==> config.mk <==
export PLATFORM = sky130hd
export DESIGN_NAME = scan_cmd_engine
export DESIGN_NICKNAME = d
export VERILOG_FILES = /design/src/rtl/scan_cmd_pkg.sv /design/src/rtl/scan_cmd_pulse.sv /design/src/rtl/scan_cmd_reply.sv /design/src/rtl/scan_cmd_parser.sv /design/src/rtl/scan_cmd_engine.sv
export SDC_FILE = /design/constraint.sdc
export NUM_CORES = 1
export LEC_CHECK = 0
export ABC_AREA = 1
export BUFFER_PORTS_ARGS = -buffer_cell sky130_fd_sc_hd__buf_2
export CORE_UTILIZATION = 40
export DETAILED_ROUTE_END_ITERATION = 10
export GPL_ROUTABILITY_DRIVEN = 0
export GPL_TIMING_DRIVEN = 0
export PLACE_DENSITY_LB_ADDON = 0.3
export SYNTH_ARGS = -nofsm -noshare
export SYNTH_HDL_FRONTEND = slang
export SYNTH_SLANG_ARGS = --single-unit
==> constraint.sdc <==
create_clock -name clk -period 4.1 [get_ports clk]
set_clock_uncertainty 0.15 [all_clocks]
set_input_delay 0.615 -clock clk [delete_from_list [all_inputs] [get_ports clk]]
set_output_delay 0.615 -clock clk [all_outputs]
set_load 0.02 [all_outputs]
==> src/rtl/scan_cmd_pkg.sv <==
package scan_cmd_pkg;

    localparam logic [7:0] CH_LF = 8'h0A;
    localparam logic [7:0] CH_CR = 8'h0D;

    typedef enum logic [3:0] {
        P_IDLE, P_RD_PIN, P_RD_END, P_WR_PIN, P_WR_LVL, P_WR_END,
        P_JTAG, P_J_TMS, P_J_TDI, P_SKIP
    } pstate_t;

    typedef enum logic [1:0] {RK_READ, RK_WRITE, RK_JTAG} rkind_t;

    typedef struct packed {
        rkind_t     kind;
        logic [7:0] pin;
        logic       old_lvl;
        logic       new_lvl;
    } reply_info_t;

    typedef struct packed {
        logic tck;
        logic tms;
        logic tdi;
        logic rst_n;
        logic tout;
    } pin_state_t;

    localparam pin_state_t PINS_RESET = '{tck: 1'b0, tms: 1'b1, tdi: 1'b1,
                                          rst_n: 1'b1, tout: 1'b0};

    function automatic logic is_level(logic [7:0] c);
        return (c == "0") || (c == "1");
    endfunction

    function automatic logic is_readable(logic [7:0] c);
        return (c == "a") || (c == "q") || (c == "r") || (c == "c") ||
               (c == "m") || (c == "i") || (c == "o");
    endfunction

    function automatic logic is_writable(logic [7:0] c);
        return (c == "a") || (c == "r") || (c == "c") || (c == "m") || (c == "i");
    endfunction

    function automatic pstate_t bad_next(logic [7:0] c);
        return (c == CH_LF) ? P_IDLE : P_SKIP;
    endfunction

    function automatic logic pin_level(logic [7:0] c, pin_state_t p,
                                       logic tdo, logic tin);
        logic v;
        case (c)
            "a":     v = p.tout;
            "q":     v = tin;
            "r":     v = p.rst_n;
            "c":     v = p.tck;
            "m":     v = p.tms;
            "i":     v = p.tdi;
            "o":     v = tdo;
            default: v = 1'b0;
        endcase
        return v;
    endfunction

    function automatic logic [7:0] lvl_char(logic b);
        return {7'b0011000, b};
    endfunction

    function automatic int reply_len(rkind_t k, int cnt);
        int n;
        case (k)
            RK_READ:  n = 7;
            RK_WRITE: n = 10;
            default:  n = cnt + 7;
        endcase
        return n;
    endfunction

    function automatic logic [7:0] reply_char(reply_info_t inf, logic [63:0] bits,
                                              int cnt, int idx);
        logic [7:0] c;
        c = CH_LF;
        if (idx == 0)      c = "m";
        else if (idx == 1) c = ">";
        else if (idx == 2) c = " ";
        else begin
            case (inf.kind)
                RK_READ: begin
                    case (idx)
                        3:       c = inf.pin;
                        4:       c = ":";
                        5:       c = lvl_char(inf.new_lvl);
                        default: c = CH_LF;
                    endcase
                end
                RK_WRITE: begin
                    case (idx)
                        3:       c = inf.pin;
                        4:       c = ":";
                        5:       c = lvl_char(inf.old_lvl);
                        6:       c = "-";
                        7:       c = ">";
                        8:       c = lvl_char(inf.new_lvl);
                        default: c = CH_LF;
                    endcase
                end
                default: begin
                    if (idx - 3 < cnt) c = lvl_char(bits[6'(idx - 3)]);
                    else begin
                        case (idx - 3 - cnt)
                            0:       c = " ";
                            1:       c = "o";
                            2:       c = "k";
                            default: c = CH_LF;
                        endcase
                    end
                end
            endcase
        end
        return c;
    endfunction

endpackage

==> src/rtl/scan_cmd_pulse.sv <==
module scan_cmd_pulse
    import scan_cmd_pkg::*;
#(
    parameter int HALF_CYC = 4
) (
    input  logic clk,
    input  logic rst,
    input  logic start,
    output logic busy,
    output logic fall_stb
);
    localparam int CW = (HALF_CYC > 1) ? $clog2(HALF_CYC) : 1;
    localparam logic [CW-1:0] RELOAD = CW'(HALF_CYC - 1);

    logic          high_ph;
    logic [CW-1:0] cnt;

    always_ff @(posedge clk) begin
        if (rst) begin
            busy    <= 1'b0;
            high_ph <= 1'b0;
            cnt     <= '0;
        end else if (start) begin
            busy    <= 1'b1;
            high_ph <= 1'b1;
            cnt     <= RELOAD;
        end else if (busy) begin
            if (cnt == '0) begin
                if (high_ph) begin
                    high_ph <= 1'b0;
                    cnt     <= RELOAD;
                end else begin
                    busy <= 1'b0;
                end
            end else begin
                cnt <= cnt - 1'b1;
            end
        end
    end

    assign fall_stb = busy && high_ph && (cnt == '0);

    AST_START_WHEN_IDLE: assert property (@(posedge clk) disable iff (rst)
        start |-> !busy);

endmodule

==> src/rtl/scan_cmd_reply.sv <==
module scan_cmd_reply
    import scan_cmd_pkg::*;
#(
    parameter int CAP_DEPTH = 32,
    parameter int CNT_W     = 6,
    parameter int IDX_W     = 6
) (
    input  logic                 clk,
    input  logic                 rst,
    input  logic                 start,
    input  reply_info_t          info,
    input  logic [CAP_DEPTH-1:0] bits,
    input  logic [CNT_W-1:0]     cnt,
    input  logic                 tx_ready,
    output logic                 tx_valid,
    output logic [7:0]           tx_data,
    output logic                 busy
);
    logic [IDX_W-1:0] idx;
    logic             last;

    assign last     = (int'(idx) == reply_len(info.kind, int'(cnt)) - 1);
    assign tx_valid = busy;
    assign tx_data  = reply_char(info, 64'(bits), int'(cnt), int'(idx));

    always_ff @(posedge clk) begin
        if (rst) begin
            busy <= 1'b0;
            idx  <= '0;
        end else if (start) begin
            busy <= 1'b1;
            idx  <= '0;
        end else if (busy && tx_ready) begin
            if (last) busy <= 1'b0;
            else      idx  <= idx + 1'b1;
        end
    end

    AST_TX_HOLD: assert property (@(posedge clk) disable iff (rst)
        (tx_valid && !tx_ready) |=> (tx_valid && $stable(tx_data)));

endmodule

==> src/rtl/scan_cmd_parser.sv <==
module scan_cmd_parser
    import scan_cmd_pkg::*;
#(
    parameter int CAP_DEPTH = 32,
    parameter int CNT_W     = 6
) (
    input  logic                 clk,
    input  logic                 rst,
    input  logic                 rx_fire,
    input  logic [7:0]           rx_byte,
    input  logic                 fall_stb,
    input  logic                 tdo_i,
    input  logic                 test_in_i,
    output logic                 pulse_start,
    output logic                 reply_start,
    output reply_info_t          info,
    output logic [CAP_DEPTH-1:0] cap_bits,
    output logic [CNT_W-1:0]     cap_cnt,
    output pin_state_t           pins
);
    localparam int IX_W = (CAP_DEPTH > 1) ? $clog2(CAP_DEPTH) : 1;
    localparam logic [CNT_W-1:0] CAP_LIM = CNT_W'(CAP_DEPTH);

    pstate_t st;
    logic    take;

    assign take        = rx_fire && (rx_byte != CH_CR);
    assign pulse_start = take && (st == P_JTAG) && (rx_byte == "^");
    assign reply_start = take && (rx_byte == CH_LF) &&
                         ((st == P_RD_END) || (st == P_WR_END) || (st == P_JTAG));

    always_ff @(posedge clk) begin
        if (rst) begin
            st       <= P_IDLE;
            pins     <= PINS_RESET;
            info     <= '{kind: RK_READ, pin: 8'h00, old_lvl: 1'b0, new_lvl: 1'b0};
            cap_bits <= '0;
            cap_cnt  <= '0;
        end else begin
            if (fall_stb) begin
                pins.tck <= 1'b0;
                if (cap_cnt < CAP_LIM) begin
                    cap_bits[cap_cnt[IX_W-1:0]] <= tdo_i;
                    cap_cnt <= cap_cnt + 1'b1;
                end
            end
            if (take) begin
                case (st)
                    P_IDLE: begin
                        case (rx_byte)
                            "r":     st <= P_RD_PIN;
                            "w":     st <= P_WR_PIN;
                            "j": begin
                                st       <= P_JTAG;
                                cap_cnt  <= '0;
                                cap_bits <= '0;
                            end
                            "#":     st <= P_SKIP;
                            CH_LF:   st <= P_IDLE;
                            default: st <= P_SKIP;
                        endcase
                    end
                    P_RD_PIN: begin
                        if (is_readable(rx_byte)) begin
                            info.kind    <= RK_READ;
                            info.pin     <= rx_byte;
                            info.new_lvl <= pin_level(rx_byte, pins, tdo_i, test_in_i);
                            st           <= P_RD_END;
                        end else st <= bad_next(rx_byte);
                    end
                    P_WR_PIN: begin
                        if (is_writable(rx_byte)) begin
                            info.pin <= rx_byte;
                            st       <= P_WR_LVL;
                        end else st <= bad_next(rx_byte);
                    end
                    P_WR_LVL: begin
                        if (is_level(rx_byte)) begin
                            info.kind    <= RK_WRITE;
                            info.old_lvl <= pin_level(info.pin, pins, tdo_i, test_in_i);
                            info.new_lvl <= rx_byte[0];
                            case (info.pin)
                                "m":     pins.tms   <= rx_byte[0];
                                "c":     pins.tck   <= rx_byte[0];
                                "i":     pins.tdi   <= rx_byte[0];
                                "r":     pins.rst_n <= rx_byte[0];
                                default: pins.tout  <= rx_byte[0];
                            endcase
                            st <= P_WR_END;
                        end else st <= bad_next(rx_byte);
                    end
                    P_RD_END, P_WR_END: st <= (rx_byte == CH_LF) ? P_IDLE : P_SKIP;
                    P_JTAG: begin
                        case (rx_byte)
                            "m":     st <= P_J_TMS;
                            "i":     st <= P_J_TDI;
                            "^":     pins.tck <= 1'b1;
                            CH_LF: begin
                                info.kind <= RK_JTAG;
                                st        <= P_IDLE;
                            end
                            default: st <= P_SKIP;
                        endcase
                    end
                    P_J_TMS: begin
                        if (is_level(rx_byte)) begin
                            pins.tms <= rx_byte[0];
                            st       <= P_JTAG;
                        end else st <= bad_next(rx_byte);
                    end
                    P_J_TDI: begin
                        if (is_level(rx_byte)) begin
                            pins.tdi <= rx_byte[0];
                            st       <= P_JTAG;
                        end else st <= bad_next(rx_byte);
                    end
                    default: if (rx_byte == CH_LF) st <= P_IDLE;
                endcase
            end
        end
    end

    AST_CAP_BOUND: assert property (@(posedge clk) disable iff (rst)
        cap_cnt <= CAP_LIM);
    AST_NO_PULSE_OVERLAP: assert property (@(posedge clk) disable iff (rst)
        !(fall_stb && rx_fire));

endmodule

==> src/rtl/scan_cmd_engine.sv <==
module scan_cmd_engine
    import scan_cmd_pkg::*;
#(
    parameter int HALF_CYC  = 4,
    parameter int CAP_DEPTH = 32
) (
    input  logic       clk,
    input  logic       rst,
    input  logic [7:0] rx_data,
    input  logic       rx_valid,
    output logic       rx_ready,
    output logic [7:0] tx_data,
    output logic       tx_valid,
    input  logic       tx_ready,
    output logic       tx_enable,
    output logic       tck_o,
    output logic       tms_o,
    output logic       tdi_o,
    output logic       tgt_rst_n_o,
    output logic       test_out_o,
    input  logic       tdo_i,
    input  logic       test_in_i
);
    localparam int CNT_W = $clog2(CAP_DEPTH + 1);
    localparam int IDX_W = $clog2(CAP_DEPTH + 8);

    logic                 pulse_busy, fall_stb, pulse_start;
    logic                 reply_busy, reply_start;
    reply_info_t          info;
    logic [CAP_DEPTH-1:0] cap_bits;
    logic [CNT_W-1:0]     cap_cnt;
    pin_state_t           pins;
    logic                 rx_fire;

    assign rx_ready = !pulse_busy && !reply_busy;
    assign rx_fire  = rx_valid && rx_ready;

    scan_cmd_parser #(.CAP_DEPTH(CAP_DEPTH), .CNT_W(CNT_W)) u_parser (
        .clk(clk), .rst(rst), .rx_fire(rx_fire), .rx_byte(rx_data),
        .fall_stb(fall_stb), .tdo_i(tdo_i), .test_in_i(test_in_i),
        .pulse_start(pulse_start), .reply_start(reply_start), .info(info),
        .cap_bits(cap_bits), .cap_cnt(cap_cnt), .pins(pins)
    );

    scan_cmd_pulse #(.HALF_CYC(HALF_CYC)) u_pulse (
        .clk(clk), .rst(rst), .start(pulse_start),
        .busy(pulse_busy), .fall_stb(fall_stb)
    );

    scan_cmd_reply #(.CAP_DEPTH(CAP_DEPTH), .CNT_W(CNT_W), .IDX_W(IDX_W)) u_reply (
        .clk(clk), .rst(rst), .start(reply_start), .info(info),
        .bits(cap_bits), .cnt(cap_cnt), .tx_ready(tx_ready),
        .tx_valid(tx_valid), .tx_data(tx_data), .busy(reply_busy)
    );

    assign tx_enable   = reply_busy;
    assign tck_o       = pins.tck;
    assign tms_o       = pins.tms;
    assign tdi_o       = pins.tdi;
    assign tgt_rst_n_o = pins.rst_n;
    assign test_out_o  = pins.tout;

    AST_REPLY_ON_LF: assert property (@(posedge clk) disable iff (rst)
        $rose(reply_busy) |-> $past(rx_valid && rx_ready && rx_data == CH_LF));
    AST_TCK_LOW_AFTER_PULSE: assert property (@(posedge clk) disable iff (rst)
        $fell(pulse_busy) |-> !tck_o);
    AST_ONE_ACTIVITY: assert property (@(posedge clk) disable iff (rst)
        !(pulse_busy && reply_busy));

endmodule

== After elaboration in Yosys (flattened, before gate mapping) ==
Cells that the tools add are included.

* Register bits after elaboration: 70
* Bits of input ports: 14
* Output and inout bits: 16
* Word-level logic and storage cells: 213

* Reduce and logical (&&, ||, !) cells: 58
* Eq/ne operators: 51
* Mux-type cells: 73
* Bitwise gates (word level): 2
* Order comparisons: 5
* $add $sub $neg: 7

{| class="wikitable"
|+ Operators with widths
! operator !! count
|-
| 32-bit 2-to-1 mux || 5
|-
| 8-bit by 7-bit equality test with 1-bit output (second input constant) || 17
|-
| 32-bit case mux with 2 select lines || 1
|-
| 8-bit case mux with 6 select lines || 1
|-
| 8-bit 2-to-1 mux || 5
|-
| 32-bit bitwise mux || 1
|-
| 32-bit by 1-bit equality test with 1-bit output (second input constant) || 1
|-
| 32-bit by 2-bit equality test with 1-bit output (second input constant) || 1
|-
| 7-bit by 32-bit equality test with 1-bit output || 1
|-
| 32-bit zero test || 1
|-
| 32-bit by 7-bit < comparator with 1-bit output || 1
|-
| 4-bit case mux with 4 select lines || 2
|-
| 8-bit case mux with 2 select lines || 2
|-
| 32-bit by 2-bit subtractor with 32-bit output (second input constant) || 1
|-
| 32-bit by 7-bit subtractor with 32-bit output || 1
|-
| 6-bit by 3-bit equality test with 1-bit output (second input constant) || 5
|-
| 6-bit 2-to-1 mux || 5
|-
| 4-bit case mux with 7 select lines || 1
|-
| 4-bit 2-to-1 mux || 6
|-
| 8-bit case mux with 3 select lines || 1
|-
| 1-bit 2-to-1 mux || 23
|-
| 7-bit case mux with 3 select lines || 1
|-
| 4-bit by 3-bit equality test with 1-bit output (second input constant) || 4
|-
| 8-bit by 6-bit equality test with 1-bit output (second input constant) || 2
|-
| other kinds (43) || 107
|}

== Logic depth before layout (Yosys ltp) ==
* Depth after elaboration: 10
* Depth in mapped cells: 25

== By module ==
A second synthesis with hierarchy kept.

* Cell total of the unflattened synthesis: 888
* Area total of the unflattened synthesis: 5,436.5 um2

{| class="wikitable"
|+ Modules (own cells, without submodules)
! module !! cells an instance !! times used !! area an instance (um2) !! sequential area each (um2)
|-
| scan_cmd_parser || 502 || 1 || 3,284.4 || 1,181.1
|-
| scan_cmd_reply || 353 || 1 || 1,930.6 || 140.1
|-
| scan_cmd_pulse || 27 || 1 || 193.9 || 80.1
|-
| scan_cmd_engine || 6 || 1 || 27.5 || 0.0
|}

== Least setup slack after synthesis ==
Ideal clock, no wire load.

* Path kind: register to output
* Start point: register u_reply.idx[0]
* End point: output tx_data[5]
* Data arrival time: 3.381 ns
* Data required time: 3.335 ns
* Cell stages (with the launch flop): 19
* Setup slack: -0.046 ns
* Buffers on the path: 2
* Path through: dfxtp_1 buf_2 inv_1 buf_2 ha_1 fa_1 nand3_1 nand2_1 nand3_1 nand3_1 ha_1 nor3_1 nand4_1 nand3b_1 nor2_2 nand2_1 nand2_1 a21oi_1 o21ai_1

* Word-level cells in the longest chain between the ends: 9
* Elaborated cells on any way between the ends: 23

{| class="wikitable"
|+ RTL lines
! item !! line !! text
|-
| from (decl) || scan_cmd_reply.sv:19 || <nowiki>logic [IDX_W-1:0] idx;</nowiki>
|-
| from (signal assigned) || scan_cmd_reply.sv:35 || <nowiki>else idx <= idx + 1'b1;</nowiki>
|-
| 6-bit by 2-bit subtractor with 7-bit output || scan_cmd_pkg.sv:107, scan_cmd_pkg.sv:109 ||
|-
| 32-bit by 7-bit subtractor with 32-bit output || scan_cmd_pkg.sv:109 || <nowiki>case (idx - 3 - cnt)</nowiki>
|-
| 32-bit by 2-bit equality test with 1-bit output, or another cell as far along || scan_cmd_pkg.sv:109 ||
|-
| 7-bit case mux with 3 select lines || scan_cmd_pkg.sv:109 ||
|-
| 8-bit 2-to-1 mux || scan_cmd_pkg.sv:107 || <nowiki>if (idx - 3 < cnt) c = lvl_char(bits[6'(idx - 3)]);</nowiki>
|-
| 8-bit case mux with 2 select lines || scan_cmd_pkg.sv:86 || <nowiki>case (inf.kind)</nowiki>
|-
| 8-bit 2-to-1 mux || scan_cmd_pkg.sv:84 || <nowiki>else if (idx == 2) c = " ";</nowiki>
|-
| 8-bit 2-to-1 mux || scan_cmd_pkg.sv:83 || <nowiki>else if (idx == 1) c = ">";</nowiki>
|-
| 8-bit 2-to-1 mux (*) || scan_cmd_pkg.sv:82 || <nowiki>if (idx == 0) c = "m";</nowiki>
|-
| to (decl) || scan_cmd_engine.sv:12 || <nowiki>output logic [7:0] tx_data,</nowiki>
|}

Mark *: on every way between the ends. The rest lies on a longest branch, timed or not.

== Final worst setup path ==
* Start point: register u_reply.idx[2]
* End point: output tx_data[0]

* Word-level cells in the longest chain between the ends: 9
* Elaborated cells on any way between the ends: 26

{| class="wikitable"
|+ RTL lines
! item !! line
|-
| 6-bit by 2-bit subtractor with 7-bit output || scan_cmd_pkg.sv:107, scan_cmd_pkg.sv:109
|-
| 32-bit by 7-bit subtractor with 32-bit output or 1-bit binary-select mux with 6-bit select (tied branches) || scan_cmd_pkg.sv:109, scan_cmd_pkg.sv:107
|-
| 32-bit by 2-bit equality test with 1-bit output, or another cell as far along || scan_cmd_pkg.sv:109
|-
| 7-bit case mux with 3 select lines or 1-bit 2-to-1 mux (tied branches) || scan_cmd_pkg.sv:109, scan_cmd_pkg.sv:107
|-
| 8-bit 2-to-1 mux || scan_cmd_pkg.sv:107
|-
| 8-bit case mux with 2 select lines || scan_cmd_pkg.sv:86
|-
| 8-bit 2-to-1 mux || scan_cmd_pkg.sv:84
|-
| 8-bit 2-to-1 mux || scan_cmd_pkg.sv:83
|-
| 8-bit 2-to-1 mux (*) || scan_cmd_pkg.sv:82
|}

Mark *: on every way between the ends. The rest lies on a longest branch, timed or not. The select of a mux whose other input is x is not followed.

==> summary.log <==
qor: floorplanning.rows 41
qor: floorplanning.placeableCoreArea 12820 sq um
qor: worst_setup_path.worstPathArrival 3.47 ns
qor: yosys.synth_simple_gate_area_share 41.43%
qor: worst_setup_path.worst_r2r_startpoint u_parser.cap_cnt[1]$_SDFF_PP0_
qor: power_and_ir_drop.p_sw 0.0004023 W
qor: sta.slew-limit-headroom 53.63%
qor: finish.postLayoutCoreUtil 52.58%
qor: route.dr_total_vias 6119
qor: worst_setup_path.timing.critical_path.max_delay_family simple AND/OR/NAND/NOR gates
qor: worst_setup_path.crit_path_max_incr_delay 0.37 ns
qor: hold_path.worst_hold_startpoint u_parser.cap_bits[20]$_SDFF_PP0_
qor: yosys.synth_cell_type_count 41
qor: run.cap_viol_max_count 0
qor: floorplanning.i_o_pins 30
qor: outcome.outcome finished with violations
qor: placement.dpl.hpwl 11560 um
qor: route.post_drt_wl_per_cell 14.79 um
qor: global_route.grt_pass1_wl 26390 um
qor: worst_setup_path.setup.worst_path.end_class output pin
qor: yosys.yosysSeqAreaShare 26.17%
qor: sta.rsz_0062_raised_after_global_routing yes
qor: yosys.synthesis.area_per_instance 6.078 sq um
qor: worst_setup_path.worst_setup_path_category reg2out
qor: finish.layout.filler_cells 1307
qor: power_and_ir_drop.combinational_share_of_power 7.7%
qor: route.drt_iter0_markers 412
qor: sta.min_period_over_period 103.2%
qor: clock_network.numClockSinks 70
qor: worst_setup_path.critPathMaxFanout 7
qor: sta.max_freq 0.2363 GHz
qor: clock_network.cts_hold_repair.buffers 0
qor: hold_path.min_delay_path_depth 2
qor: finish.num-nets-final 985
qor: yosys.synthDominantCellAreaShare 26.17%
qor: yosys.multiplexer_area_fraction_after_synthesis 0%
qor: route.detail_route.wirelength 16610 um
qor: power_and_ir_drop.power_leakage 2.769 nW
qor: yosys.post_synth_xor_area_fraction 1.799%
qor: floorplanning.chip_height 117.7 um
qor: yosys.syn-num-nets 920
qor: sta.report.final.slew_viol_count 0
qor: yosys.yosys.cell_count.top_type nand2_1
qor: worst_setup_path.timing.critical_path.mode_cell nand2_1
qor: power_and_ir_drop.power_frac_clock 52.2%
qor: sta.postLayoutSetupSlackWorst -0.1324 ns
qor: yosys.synth.area.top_cells dfxtp_1 26%, nand2_1 16%, nand3_1 12%, a21oi_1 8.4%, inv_1 7.5%
qor: yosys.synth_cells 881
qor: global_route.grt_overflow 0
qor: route.post-route-drc-count 0
qor: sta.min_period 4.232 ns
qor: clock_network.tritoncts_clock_tree done
qor: clock_network.clock_tree.root_cell clkbuf_16
qor: sta.max_slew.worst_pin.slew 0.6902 ns
qor: route.drtAntennaViolNets 0
qor: global_route.global_route.usage.total 23.40%
qor: yosys.yosysWarningCount 0
qor: yosys.synth_adder_area_share 5.981%
qor: finish.final_area 6743 sq um
qor: sta.timing.setup.tns -0.6638 ns
qor: hold_path.worst_hold_path.endpoint u_parser.cap_bits[20]$_SDFF_PP0_
qor: yosys.postSynth.topFlopCell dfxtp_1
qor: clock_network.numCtsBuffers 9
qor: global_route.number_of_antenna_violations_at_the_first_check_in_global_routing 0
qor: yosys.synth.ff_latch_count 70
qor: worst_setup_path.timing.critical_path.slowest_stage_cell ha_2
qor: global_route.grt_pass1_vias 5477
qor: worst_setup_path.rr_worst_depth 19
qor: sta.setup_viol 6
qor: finish.multi_input_area 3791 sq um
qor: floorplanning.die_area 13850 sq um
qor: finish.area_delta_synth_final 25.91%
qor: power_and_ir_drop.p_per_area 257.9 nW/um^2
qor: hold_path.min_path_type reg2reg
qor: power_and_ir_drop.power.switching_fraction 23.13%
qor: worst_setup_path.critical_path.startpoint_type register
qor: yosys.synth_edf_count 0
qor: route.vias_per_cell 5.449
qor: placement.placed_area 5709 sq um
qor: finish.insertedDiodeCount 0
qor: route.first_pass_iters 6
qor: worst_setup_path.r2r_setup_slack 1.03 ns
qor: finish.layout-drive-gt1-share 18.51%
qor: clock_network.clkTransAtPathRegs 0.06 ns
qor: sta.finalHoldViolCount 0
qor: yosys.synth.cells.most_frequent 232 x nand2_1, 124 x nand3_1, 107 x inv_1, 90 x a21oi_1, 71 x nor2_1
qor: power_and_ir_drop.cell_internal_pwr 0.001337 W
qor: worst_setup_path.timing.critical_path.cells buf_6 > nor2_4 > nand3_1 > xor2_2 > ha_2 > a21oi_4 > nand3_4 > ha_4 > nor3_4 > nand4_1 > nand3b_1 > nor2_2 > nand2_2 > nand2_2 > nand2_1 > nand2_1 > nand2_1 > nand2_1 > buf_6
qor: outcome.violations negative setup slack
qor: yosys.largest_family_of_logic_cells_by_synthesized_area simple AND/OR/NAND/NOR gates
qor: clock_network.ctsLongestPathBuffers 2
qor: power_and_ir_drop.p_total 0.001739 W
qor: floorplanning.die_width 117.7 um
qor: global_route.grt_max_degree 17
qor: power_and_ir_drop.power.share.sequential 40.1%
qor: worst_setup_path.required 3.34 ns
qor: floorplanning.floorplan.initialDensity 41.76%
qor: placement.numPortBuffers 27
qor: yosys.synth-async-reset-ratio 0%
qor: clock_network.cts_max_level 3
qor: clock_network.insertion_delay 0.33 ns
qor: worst_setup_path.worst-path-buf-inv 2
qor: worst_setup_path.crit-reg2reg-capture u_reply.idx[3]$_SDFFE_PP0P_
qor: power_and_ir_drop.worst_ir_drop_vdd 0.1539 mV
qor: yosys.synth_area 5355 sq um
qor: yosys.synth_area_leader_cell dfxtp_1
qor: finish.register_area 1411 sq um
qor: yosys.complex_gate_fraction_of_the_synthesized_area 14.23%
[power by group through the flow]
stage / Combinational [W] / Clock [W] / Sequential (W)
after detailed placement: 0.000131 / 0 / 0.000713
after CTS: 0.000131 / 0.000915 / 0.000697
after global placement: 0.000130 / 0 / 0.000713
after global routing: 0.000149 / 0.000959 / 0.000698
final: 0.000134 / 0.000908 / 0.000697
after floorplan: 0.0000933 / 0 / 0.000710
[logic make-up after synthesis]
family                     count (synthesis)
and+or+nand+nor                          491
buffers and inverters                    138
DFF                                       70
AOI/OAI and AO/OA                        146
xor gates and xnor gates                  11
adders and majority gates                 25
[routing by layer]
metal  global-route usage, %  routed length [um]  up-vias
li1                        -                   -     3033
met1                   30.55                7359     2825
met2                   38.05                7675      227
met3                   3.876                1060       34
met4                   9.696                 518        0
met5                       0                   0        -
[what timing repair did]
item	in CTS	in global routing
pin swaps	24	26
gates resized for setup	72	30
setup buffers	20	8
setup endpoints to repair	7	6
hold endpoints to repair	0	0
[worst max-delay path by stage]
stage,startpoint,endpoint,cells past startpoint,slack [ns]
after detailed placement,u_reply.idx[0]$_SDFFE_PP0P_,tx_data[0],21,-0.69
after global placement,u_reply.idx[0]$_SDFFE_PP0P_,tx_data[0],21,-0.75
after global routing,u_reply.idx[2]$_SDFFE_PP0P_,tx_data[0],19,-0.32
after floorplan,u_reply.idx[0]$_SDFFE_PP0P_,tx_data[0],20,0.03
after CTS,u_reply.idx[0]$_SDFFE_PP0P_,tx_data[0],24,-0.08
final,u_reply.idx[2]$_SDFFE_PP0P_,tx_data[0],19,-0.13
[worst min-delay path, delay by kind of cell, from the launching register on]
family | cells | cell delay, ns
compound gates | 1 | 0.05
flops | 1 | 0.31
simple gates | 1 | 0.06
[per-stage QoR]
stage,setup slack (ns),cells,hold WS [ns]
global placement,-0.7462,1080,0.2955
detailed placement,-0.6918,1080,0.3015
global route,-0.3231,1123,0.3278
CTS,-0.08101,1115,0.3091
finish,-0.1324,1123,0.3096
floorplan,0.02600,881,0.2816
[cell usage in the layout, fill, tap and decap left out, drive strengths merged, types with 3 or more instances in the layout]
master  netlist  layout
inv         113     113
nand2       240     240
bufinv        0       3
nor4          3       3
dfxtp        70      70
nand3       126     126
nor2         80      80
ha           24      24
nand3b        3       3
a21oi        90      90
a211oi        3       3
xor2          9       9
o21ai        45      45
nand4        14      14
clkbuf        8      18
clkinv        0       3
buf          17      71
nor3         21      21
[layout make-up]
type,instances,share of cell area [%]
multi-input combinational,673,56.23
inverter,113,6.476
timing repair buffer,55,5.864
clock inverter,6,1.614
tap,172,3.192
clock buffer,10,3.544
buffer,24,2.153
sequential,70,20.93
[registers in the layout, indices dropped and copies added, names as in the netlist]
signal             count
u_pulse.cnt            2
u_reply.idx            6
u_parser.pins          5
u_parser.info         12
u_reply.busy           1
u_parser.cap_bits     32
u_pulse.busy           1
u_parser.st            4
u_pulse.high_ph        1
u_parser.cap_cnt       6
Note: power is estimated with default switching activity, not from simulation.
